===== src/rtl/dcc_pkg.sv =====
package dcc_pkg;
   typedef enum logic [2:0] {
      K_IDLE    = 3'd0,
      K_ACCESS  = 3'd1,
      K_MASKED  = 3'd2,
      K_XFER    = 3'd3,
      K_REFRESH = 3'd4,
      K_SPECIAL = 3'd5
   } cyc_kind_e;
endpackage


===== src/rtl/dcc_edge.sv =====
// Registered fall detector for a vector of active-low strobes.
module dcc_edge #(
   parameter int W = 3
) (
   input  logic         clk,
   input  logic         rst_n,
   input  logic [W-1:0] sig_n,
   output logic [W-1:0] fall
);
   logic [W-1:0] prev_q;

   always_ff @(posedge clk or negedge rst_n) begin
      if (!rst_n) prev_q <= '1;
      else        prev_q <= sig_n;
   end

   for (genvar i = 0; i < W; i++) begin : g_bit
      assign fall[i] = prev_q[i] & ~sig_n[i];
   end
endmodule


===== src/rtl/dcc_decode.sv =====
// Chooses the cycle kind and latches the row at the row-strobe fall.
module dcc_decode
   import dcc_pkg::*;
#(
   parameter int A_W = 9
) (
   input  logic           clk,
   input  logic           rst_n,
   input  logic           ras_n,
   input  logic           ras_fall,
   input  logic           cas_n,
   input  logic           xoe_n,
   input  logic           wme_n,
   input  logic           fsel,
   input  logic [A_W-1:0] addr,
   output cyc_kind_e      kind,
   output logic [A_W-1:0] row,
   output logic           mask_load
);
   cyc_kind_e next_kind;

   always_comb begin
      if (!cas_n)      next_kind = K_REFRESH;
      else if (!xoe_n) next_kind = K_XFER;
      else if (!wme_n) next_kind = fsel ? K_SPECIAL : K_MASKED;
      else             next_kind = K_ACCESS;
   end

   assign mask_load = ras_fall && (next_kind == K_MASKED);

   always_ff @(posedge clk or negedge rst_n) begin
      if (!rst_n) begin
         kind <= K_IDLE;
         row  <= '0;
      end else if (ras_n) begin
         kind <= K_IDLE;
      end else if (ras_fall) begin
         kind <= next_kind;
         row  <= addr;
      end
   end
endmodule


===== src/rtl/dcc_maskwr.sv =====
// Column latch, early/late write pulse generation, write mask and read enable.
module dcc_maskwr
   import dcc_pkg::*;
#(
   parameter int A_W           = 9,
   parameter int D_W           = 4,
   parameter bit LATE_WRITE_EN = 1'b1
) (
   input  logic           clk,
   input  logic           rst_n,
   input  logic           ras_n,
   input  logic           cas_n,
   input  logic           cas_fall,
   input  logic           wme_n,
   input  logic           wme_fall,
   input  logic           xoe_n,
   input  cyc_kind_e      kind,
   input  logic           mask_load,
   input  logic [A_W-1:0] addr,
   input  logic [D_W-1:0] dq_in,
   output logic [A_W-1:0] col,
   output logic [D_W-1:0] mask_q,
   output logic           mem_we,
   output logic [D_W-1:0] mem_wbe,
   output logic [D_W-1:0] mem_wdata,
   output logic           late_wr,
   output logic           dq_oe
);
   logic kind_wr, cas_start, cas_act, wrote, early, late, wr_now;

   assign kind_wr   = (kind == K_ACCESS) || (kind == K_MASKED);
   assign cas_start = kind_wr && !ras_n && cas_fall;
   assign early     = cas_start && !wme_n;

   if (LATE_WRITE_EN) begin : g_late
      assign late = cas_act && !cas_n && !ras_n && wme_fall && !wrote;
   end else begin : g_no_late
      assign late = 1'b0;
   end

   assign wr_now = early || late;

   for (genvar i = 0; i < D_W; i++) begin : g_wbe
      assign mem_wbe[i] = (kind == K_MASKED) ? mask_q[i] : 1'b1;
   end

   always_ff @(posedge clk or negedge rst_n) begin
      if (!rst_n) begin
         mask_q    <= '0;
         col       <= '0;
         cas_act   <= 1'b0;
         wrote     <= 1'b0;
         mem_we    <= 1'b0;
         mem_wdata <= '0;
         late_wr   <= 1'b0;
         dq_oe     <= 1'b0;
      end else begin
         if (ras_n)          mask_q <= '0;
         else if (mask_load) mask_q <= dq_in;

         if (cas_start) col <= addr;

         if (ras_n || cas_n)  cas_act <= 1'b0;
         else if (cas_start)  cas_act <= 1'b1;

         if (ras_n || cas_n)  wrote <= 1'b0;
         else if (wr_now)     wrote <= 1'b1;

         mem_we <= wr_now;
         if (wr_now) begin
            mem_wdata <= dq_in;
            late_wr   <= late;
         end

         dq_oe <= !ras_n && !cas_n && !xoe_n && (cas_start || cas_act)
                  && !wr_now && !wrote;
      end
   end
endmodule


===== src/rtl/dram_cycle_ctl.sv =====
module dram_cycle_ctl
   import dcc_pkg::*;
#(
   parameter int A_W           = 9,
   parameter int D_W           = 4,
   parameter bit LATE_WRITE_EN = 1'b1
) (
   input  logic             clk,
   input  logic             rst_n,
   input  logic             ras_n,
   input  logic             cas_n,
   input  logic             xoe_n,
   input  logic             wme_n,
   input  logic             fsel,
   input  logic [A_W-1:0]   addr,
   input  logic [D_W-1:0]   dq_in,
   input  logic [D_W-1:0]   mem_rdata,
   output logic [2:0]       cyc_kind,
   output logic [2*A_W-1:0] word_addr,
   output logic [D_W-1:0]   mask_q,
   output logic             mem_we,
   output logic [D_W-1:0]   mem_wbe,
   output logic [D_W-1:0]   mem_wdata,
   output logic             late_wr,
   output logic             dq_oe,
   output logic [D_W-1:0]   dq_out
);
   localparam int WA_W = 2 * A_W;

   if (A_W < 1 || A_W > 16) begin : g_bad_aw
      $error("dram_cycle_ctl: A_W must be 1..16");
   end
   if (D_W < 1 || D_W > 32) begin : g_bad_dw
      $error("dram_cycle_ctl: D_W must be 1..32");
   end

   logic [2:0]     falls;
   cyc_kind_e      kind;
   logic [A_W-1:0] row, col;
   logic           mask_load;

   dcc_edge #(.W(3)) u_edge (
      .clk   (clk),
      .rst_n (rst_n),
      .sig_n ({wme_n, cas_n, ras_n}),
      .fall  (falls)
   );

   dcc_decode #(.A_W(A_W)) u_dec (
      .clk       (clk),
      .rst_n     (rst_n),
      .ras_n     (ras_n),
      .ras_fall  (falls[0]),
      .cas_n     (cas_n),
      .xoe_n     (xoe_n),
      .wme_n     (wme_n),
      .fsel      (fsel),
      .addr      (addr),
      .kind      (kind),
      .row       (row),
      .mask_load (mask_load)
   );

   dcc_maskwr #(.A_W(A_W), .D_W(D_W), .LATE_WRITE_EN(LATE_WRITE_EN)) u_mw (
      .clk       (clk),
      .rst_n     (rst_n),
      .ras_n     (ras_n),
      .cas_n     (cas_n),
      .cas_fall  (falls[1]),
      .wme_n     (wme_n),
      .wme_fall  (falls[2]),
      .xoe_n     (xoe_n),
      .kind      (kind),
      .mask_load (mask_load),
      .addr      (addr),
      .dq_in     (dq_in),
      .col       (col),
      .mask_q    (mask_q),
      .mem_we    (mem_we),
      .mem_wbe   (mem_wbe),
      .mem_wdata (mem_wdata),
      .late_wr   (late_wr),
      .dq_oe     (dq_oe)
   );

   assign cyc_kind  = kind;
   assign word_addr = WA_W'({row, col});
   assign dq_out    = dq_oe ? mem_rdata : '0;
endmodule


===== config.mk =====
export PLATFORM = sky130hd
export DESIGN_NAME = dram_cycle_ctl
export DESIGN_NICKNAME = d
export VERILOG_FILES = /design/src/rtl/dcc_pkg.sv /design/src/rtl/dcc_edge.sv /design/src/rtl/dcc_decode.sv /design/src/rtl/dcc_maskwr.sv /design/src/rtl/dram_cycle_ctl.sv
export SDC_FILE = /design/constraint.sdc
export NUM_CORES = 1
export LEC_CHECK = 0
export ABC_CLOCK_PERIOD_IN_PS = 1700
export BUFFER_PORTS_ARGS = -buffer_cell sky130_fd_sc_hd__buf_2
export CORE_MARGIN = 5
export CORE_UTILIZATION = 47
export CTS_BUF_LIST = sky130_fd_sc_hd__clkbuf_16
export DETAILED_ROUTE_END_ITERATION = 16
export GPL_TIMING_DRIVEN = 0
export PLACE_DENSITY = 0.78
export SYNTH_ARGS = -nofsm -noshare
export SYNTH_HDL_FRONTEND = slang
export SYNTH_HIERARCHICAL = 1
export SYNTH_SLANG_ARGS = --single-unit

===== constraint.sdc =====
create_clock -name clk -period 1.7 [get_ports clk]
set_clock_uncertainty 0.1 [all_clocks]
set_input_delay 0.085 -clock clk [delete_from_list [all_inputs] [get_ports clk]]
set_output_delay 0.085 -clock clk [all_outputs]
set_load 0.1 [all_outputs]

After elaboration in Yosys (flattened, before gate mapping)
Cells that the tools add are included.
{"block": "op_classes", "addsub": 0, "mux": 17, "bitwise": 6, "mul": 0, "n_shift": 0, "n_lt_le_gt_ge": 0, "n_eq_ne": 3, "n_div": 0, "reduce_logical": 28}
{"cell": "2-to-1 mux 3 bit", "n": 6}
{"cell": "logical AND 1 bit", "n": 13}
{"cell": "2-to-1 mux 4 bit", "n": 3}
{"cell": "2-to-1 mux 1 bit", "n": 8}
{"cell": "nonzero test 2 bit", "n": 4}
{"cell": "equality test 3 x 2 -> 1 bit, second input constant", "n": 2}
{"cell": "logical NOT 1 bit", "n": 6}
{"cell": "logical OR 1 bit", "n": 4}
{"cell": "AND 1 bit", "n": 3}
{"cell": "equality test 3 x 1 -> 1 bit, second input constant", "n": 1}
{"cell": "inverter 1 bit", "n": 3}
{"cell": "AND reduction 2 bit", "n": 1}
{"block": "totals", "romBits": 0, "out_inout_bits": 40, "ramBits": 0, "n_memories": 0, "latch_bits": 0, "ff_bits": 37}

Longest topological paths before layout
{"block": "logic_depth", "depth_word": 9, "mapped_depth": 6, "depth_no_buf": 5}

Cells and area by module
The synthesis kept the hierarchy.
{"module": "dcc_maskwr", "area_each_um2": 883.3, "cells_each": 62, "seq_area_each_um2": 550.5, "instances": 1}
{"module": "dcc_decode", "area_each_um2": 541.8, "cells_each": 34, "seq_area_each_um2": 300.3, "instances": 1}
{"module": "dcc_edge", "area_each_um2": 120.1, "cells_each": 6, "seq_area_each_um2": 78.8, "instances": 1}
{"module": "dram_cycle_ctl", "area_each_um2": 25.0, "cells_each": 4, "seq_area_each_um2": 0.0, "instances": 1}

Worst setup path after synthesis
Ideal clock, no wire load.
{"block": "synth_timing", "path_kind": "register -> output", "startpoint": "register u_dec.kind[1]", "endpoint": "output mem_wbe[0]", "t_required_ns": 1.515, "path_buffers": 0, "arrival_ns": 2.004, "setup_slack_ns": -0.489, "path_stages_with_launch": 3, "cell_sequence": "dfrtp_1 > nor3b_1 > nand2b_1"}
{"block": "synth_via", "elab_chain_cells": 2}
{"item": "from (decl)", "line_no": "dcc_decode.sv:16", "rtl": "output cyc_kind_e kind,"}
{"item": "from (signal assigned)", "line_no": "dcc_decode.sv:38", "rtl": "kind <= next_kind;"}
{"item": "equality test 3 x 2 -> 1 bit", "line_no": "dcc_maskwr.sv:44", "rtl": "assign mem_wbe[i] = (kind == K_MASKED) ? mask_q[i] : 1'b1;"}
{"item": "2-to-1 mux 1 bit", "line_no": "dcc_maskwr.sv:44"}
{"item": "to (decl)", "line_no": "dram_cycle_ctl.sv:22", "rtl": "output logic [D_W-1:0] mem_wbe,"}
No other way between the ends.

Worst setup path in the final report
{"block": "layout_timing", "startpoint": "register u_dec.kind[1]", "endpoint": "register u_mw.mem_wdata[3]"}
{"block": "layout_via", "elab_chain_cells": 6, "elab_cells_between_ends": 7, "classes_between": "2 x eq/ne; 5 x reduce/logical"}
{"item": "equality test 3 x 1 -> 1 bit / equality test 3 x 2 -> 1 bit (equally long branches)", "line_no": "dcc_maskwr.sv:31", "rtl": "assign kind_wr = (kind == K_ACCESS) || (kind == K_MASKED);"}
{"item": "logical OR 1 bit (*)", "line_no": "dcc_maskwr.sv:31"}
{"item": "logical AND 1 bit (*) (2 in a row)", "line_no": "dcc_maskwr.sv:32", "rtl": "assign cas_start = kind_wr && !ras_n && cas_fall;"}
{"item": "logical AND 1 bit (*)", "line_no": "dcc_maskwr.sv:33", "rtl": "assign early = cas_start && !wme_n;"}
{"item": "logical OR 1 bit (*)", "line_no": "dcc_maskwr.sv:41", "rtl": "assign wr_now = early || late;"}
{"item": "named net u_mw.wr_now", "line_no": "dcc_maskwr.sv:29", "rtl": "logic kind_wr, cas_start, cas_act, wrote, early, late, wr_now;"}
{"item": "to (signal assigned)", "line_no": "dcc_maskwr.sv:71", "rtl": "mem_wdata <= dq_in;"}
{"item": "to (decl)", "line_no": "dcc_maskwr.sv:25", "rtl": "output logic [D_W-1:0] mem_wdata,"}
The timed path passes the listed nets; every way through them passes the cells marked *.
A chain may end at the register's enable or synchronous reset.

==> results.tsv <==
stage	metric	value	unit
worst_setup_path	crit_arrival	1.73	ns
logic_synthesis	mappedNetlistNets	130	
power	power_leakage	1.171	nW
cells_and_area	fillCellCount	224	
timing	layout_worst_path_cycle_share	0.9861	
global_route	global_route.usage.met2	0.3354	
global_route	met3_usage	0.02829	
clock_tree	register_clock_pin_slew_on_the_reported_worst_setup_and_hold_paths	0.05	ns
drt	num_vias	1169	
cells_and_area	final_nets	219	
floorplan	die_height	67.80	µm
global_route	grt_pass1_vias	1269	
placed_design	place.port_buffers	63	
logic_synthesis	synth-warning-count	6	
flow_run	cap_viol_max_count	0	
drt	initialDrtViolationCount	31	
clock_tree	clock_latency	0.27	ns
logic_synthesis	post_synth_mux_area_share	0.2048	
worst_setup_path	critical_path.cell_chain	xor2_1, nand3_2, o21ai_4, mux2_2	
floorplan	placementRows	21	
logic_synthesis	ys_seq_elements	37	
clock_tree	cts.sinks	37	
drt	drc	0	
power	sw_frac_of_total	0.4270	
cells_and_area	layout-drive-gt1-share	0.6224	
clock_tree	ctsLongestPathBuffers	2	
floorplan	floorplan.initialDensity	0.4781	
cells_and_area	num_antenna_cells	0	
worst_setup_path	worst_path_largest_cell_delay	0.49	ns
worst_setup_path	worstSetupEndpointType	flop	
power	sequential_group_share_of_total_power	0.317	
global_route	maximum_number_of_pins_on_one_net_before_global_route_repair	38	
clock_tree	tritoncts	done	
timing	worst_slew_margin_rel	0.4714	
floorplan	die_width	67.80	µm
cells_and_area	fin_util	0.7131	
global_route	groute.layer.met1.usage	0.2096	
clock_tree	cts_root_buffer	sky130_fd_sc_hd__clkbuf_16	
global_route	first_pass_grt_wire_length	6147	µm
worst_setup_path	slowest_cp_cell	sky130_fd_sc_hd__dfrtp_4	
power	ir_drop	1260	µV
timing	setup_repair_after_global_routing_missed_its_margin	true	
timing	slew_viol_final	0	
logic_synthesis	syn-mean-instance-area	14.81	µm²
worst_setup_path	startpoint_type	flop	
power	power_per_cell_area	1453	nW/µm²
drt	remaining_antenna_violation_count_after_routing	0	
logic_synthesis	synth.cell_area	1570	µm²
worst_setup_path	max_fanout_on_critical_path	6	
logic_synthesis	synthesis.instances	106	
placed_design	hpwl_after_detailed_placement	2574	µm
logic_synthesis	xor_xnor_share_of_the_synthesized_area	0.005578	
placed_design	place.gp.congestion	0.7381	
logic_synthesis	post_synth_and_or_nand_nor_area_fraction	0.1299	
logic_synthesis	synth_seq_area_share	0.5920	
timing	hold_viol_final	0	
timing	achievable-frequency	596.5	MHz
logic_synthesis	number_of_distinct_library_cells_after_synthesis	29	
drt	avgRoutedWirePerCell	15.10	µm
worst_setup_path	critical_path.n_buffers_inverters	0	
global_route	global_route.usage.total	0.1809	
timing	final_setup_violating_endpoints	0	
timing	totalNegativeSetupSlack	0	ns
logic_synthesis	synth-compound-area-share	0.04542	
worst_setup_path	criticalPathCategory	reg2reg	
worst_setup_path	timing.critical_path.max_delay_family	flip-flops	
logic_synthesis	synth_top_family_by_area	multiplexers	
timing	worst_slew_pin_slew	0.7929	ns
global_route	grt_antenna_before_repair	0	
power	combinationalPowerShare	0.394	
outcome	outcome	completed	
drt	routed_via_density	4.831	
min_path	timing.hold.worst.class	in2reg	
cells_and_area	synthToLayoutAreaGrowth	49.16	%
drt	dr.pass1.iters	4	
timing	min_period	1.676	ns
power	internal_power	1.950	mW
global_route	globalRouteOverflowTotal	0	
floorplan	core_area	3284	µm²
global_route	grt_busiest_layer	met2	
floorplan	design.portCount	64	
placed_design	post_place_instance_area	1977	µm²
drt	finalWirelength	3654	µm
cells_and_area	postLayoutCellArea	2342	µm²
power	power.net_switching	1.453	mW
logic_synthesis	yosys.area_share.adder	0	
worst_setup_path	critPathRequiredTime	1.75	ns
floorplan	floorplan.die_area	4597	µm²
clock_tree	tritoncts.num_buffers	5	
power	clock_power_share	0.290	
clock_tree	cts_htree_levels	2	
[area by class of cell]
class,instances,area [µm²],share of cell area
clock inverter,3,37.54,0.01603
tap,46,57.56,0.02457
buffer,3,32.53,0.01389
multi-input combinational,65,634.4,0.2708
clock buffer,5,125.1,0.05342
sequential,37,943.4,0.4028
inverter,1,3.754,0.001603
timing repair buffer,82,508.0,0.2169
[worst min-delay path: stages]
cell,delay [ns]
sky130_fd_sc_hd__buf_2,0.11
sky130_fd_sc_hd__nand3b_1,0.08
sky130_fd_sc_hd__a311oi_1,0.09
[cell usage in the layout, fill, tap and decap left out, drive strengths merged, types with 2 or more instances in the layout]
master	netlist	routed
a32o	2	2
and2	4	4
clkbuf	1	8
nor2	9	9
inv	1	2
buf	2	64
o21ai	3	3
dfstp	3	3
nand2b	4	4
mux2i	4	4
dfrtp	34	34
dlygate4sd3	0	18
nor2b	5	5
nand2	2	2
mux2	22	22
[flip-flops by register name (all words and copies together) (netlist names)]
signal	cells
u_dec/row	9
u_mw/mask_q	4
u_mw/mem_we	1
u_dec/kind	3
u_mw/mem_wdata	4
u_mw/wrote	1
u_mw/late_wr	1
u_edge/prev_q	3
u_mw/cas_act	1
u_mw/col	9
u_mw/dq_oe	1
[metal layers]
layer | wire (µm) | up-vias
met3 | 140 | 2
met1 | 1381 | 593
met5 | 0 | -
met2 | 2098 | 26
li1 | - | 548
met4 | 34 | 0
[metrics by stage]
step                      power [mW]  hold WS [ns]  std cells  worst slack, ns
final                          3.403       0.03668        242          0.02367
after floorplan                2.163       -0.3106        106         -0.03334
after CTS                      3.432       0.03267        241          0.01998
after detailed placement       2.397        0.1156        215          0.03631
after global placement         2.376        0.1033        215          0.05159
after global routing           3.526       0.04998        242         -0.03618
[power groups by stage]
stage	clock network [mW]	logic (mW)	registers [mW]
finish	0.986	1.34	1.08
global route	1.05	1.38	1.09
CTS	1.01	1.34	1.08
detailed placement	0	1.31	1.09
global placement	0	1.30	1.08
floorplan	0	0.193	1.97
[kinds of logic after synthesis]
| group | Yosys count |
|---|---|
| compound gates | 8 |
| xor+xnor | 1 |
| buf+inv | 4 |
| flops | 37 |
| mux | 26 |
| simple gates | 30 |
[synthesized netlist by cell type]
library cell               instances  area [µm²]
sky130_fd_sc_hd__mux2i_1           4       40.04
sky130_fd_sc_hd__nand3b_1          1       7.510
sky130_fd_sc_hd__a21boi_1          1       7.510
sky130_fd_sc_hd__nand4b_1          1       8.760
sky130_fd_sc_hd__inv_1             1       3.750
sky130_fd_sc_hd__buf_12            1       20.02
sky130_fd_sc_hd__mux2_4            9       135.1
sky130_fd_sc_hd__nor2_1            9       33.78
sky130_fd_sc_hd__or3b_1            1       8.760
sky130_fd_sc_hd__nor2b_1           1       6.260
sky130_fd_sc_hd__a32o_2            1       11.26
sky130_fd_sc_hd__nand2b_1          4       25.02
sky130_fd_sc_hd__nor2b_4           4       55.05
sky130_fd_sc_hd__dfstp_2           3       78.83
sky130_fd_sc_hd__nand2_1           2       7.510
sky130_fd_sc_hd__buf_4             1       7.510
sky130_fd_sc_hd__dfrtp_1          34       850.8
sky130_fd_sc_hd__nand3_2           1       10.01
sky130_fd_sc_hd__nor3b_1           1       7.510
sky130_fd_sc_hd__mux2_2           13       146.4
sky130_fd_sc_hd__o21ai_4           1       16.27
sky130_fd_sc_hd__a32o_1            1       10.01
sky130_fd_sc_hd__and2_1            4       25.02
sky130_fd_sc_hd__clkbuf_1          1       3.750
sky130_fd_sc_hd__o21a_1            1       7.510
sky130_fd_sc_hd__a311oi_1          1       8.760
sky130_fd_sc_hd__o21ai_0           2       10.01
sky130_fd_sc_hd__xor2_1            1       8.760
sky130_fd_sc_hd__nor4b_1           1       8.760
[path summary, 6_finish.rpt]
check | endpoint | from | depth (start not counted) | slack, ns
worst max-delay path | u_mw/mem_wdata[3] | u_dec/kind[1] | 4 | 0.02
max in group asynchronous | u_dec/kind[1] | rst_n | 2 | 0.57
worst max register to register | u_mw/mem_wdata[3] | u_dec/kind[1] | 4 | 0.02
worst min-delay path | u_dec/kind[2] | fsel | 3 | 0.04
worst min register to register | u_mw/dq_oe | u_mw/wrote | 1 | 0.37
min in group asynchronous | u_mw/mem_we | rst_n | 2 | 0.35
[timing repair]
action / in CTS / in global routing
endpoints found under the hold margin: 62 / 0
pin swaps: 0 / 3
gates resized for setup: 1 / 4
setup endpoints to repair: 4 / 13
hold buffers: 18 / 0
setup buffers: 0 / 1
Note: power is estimated with default switching activity, not from simulation.
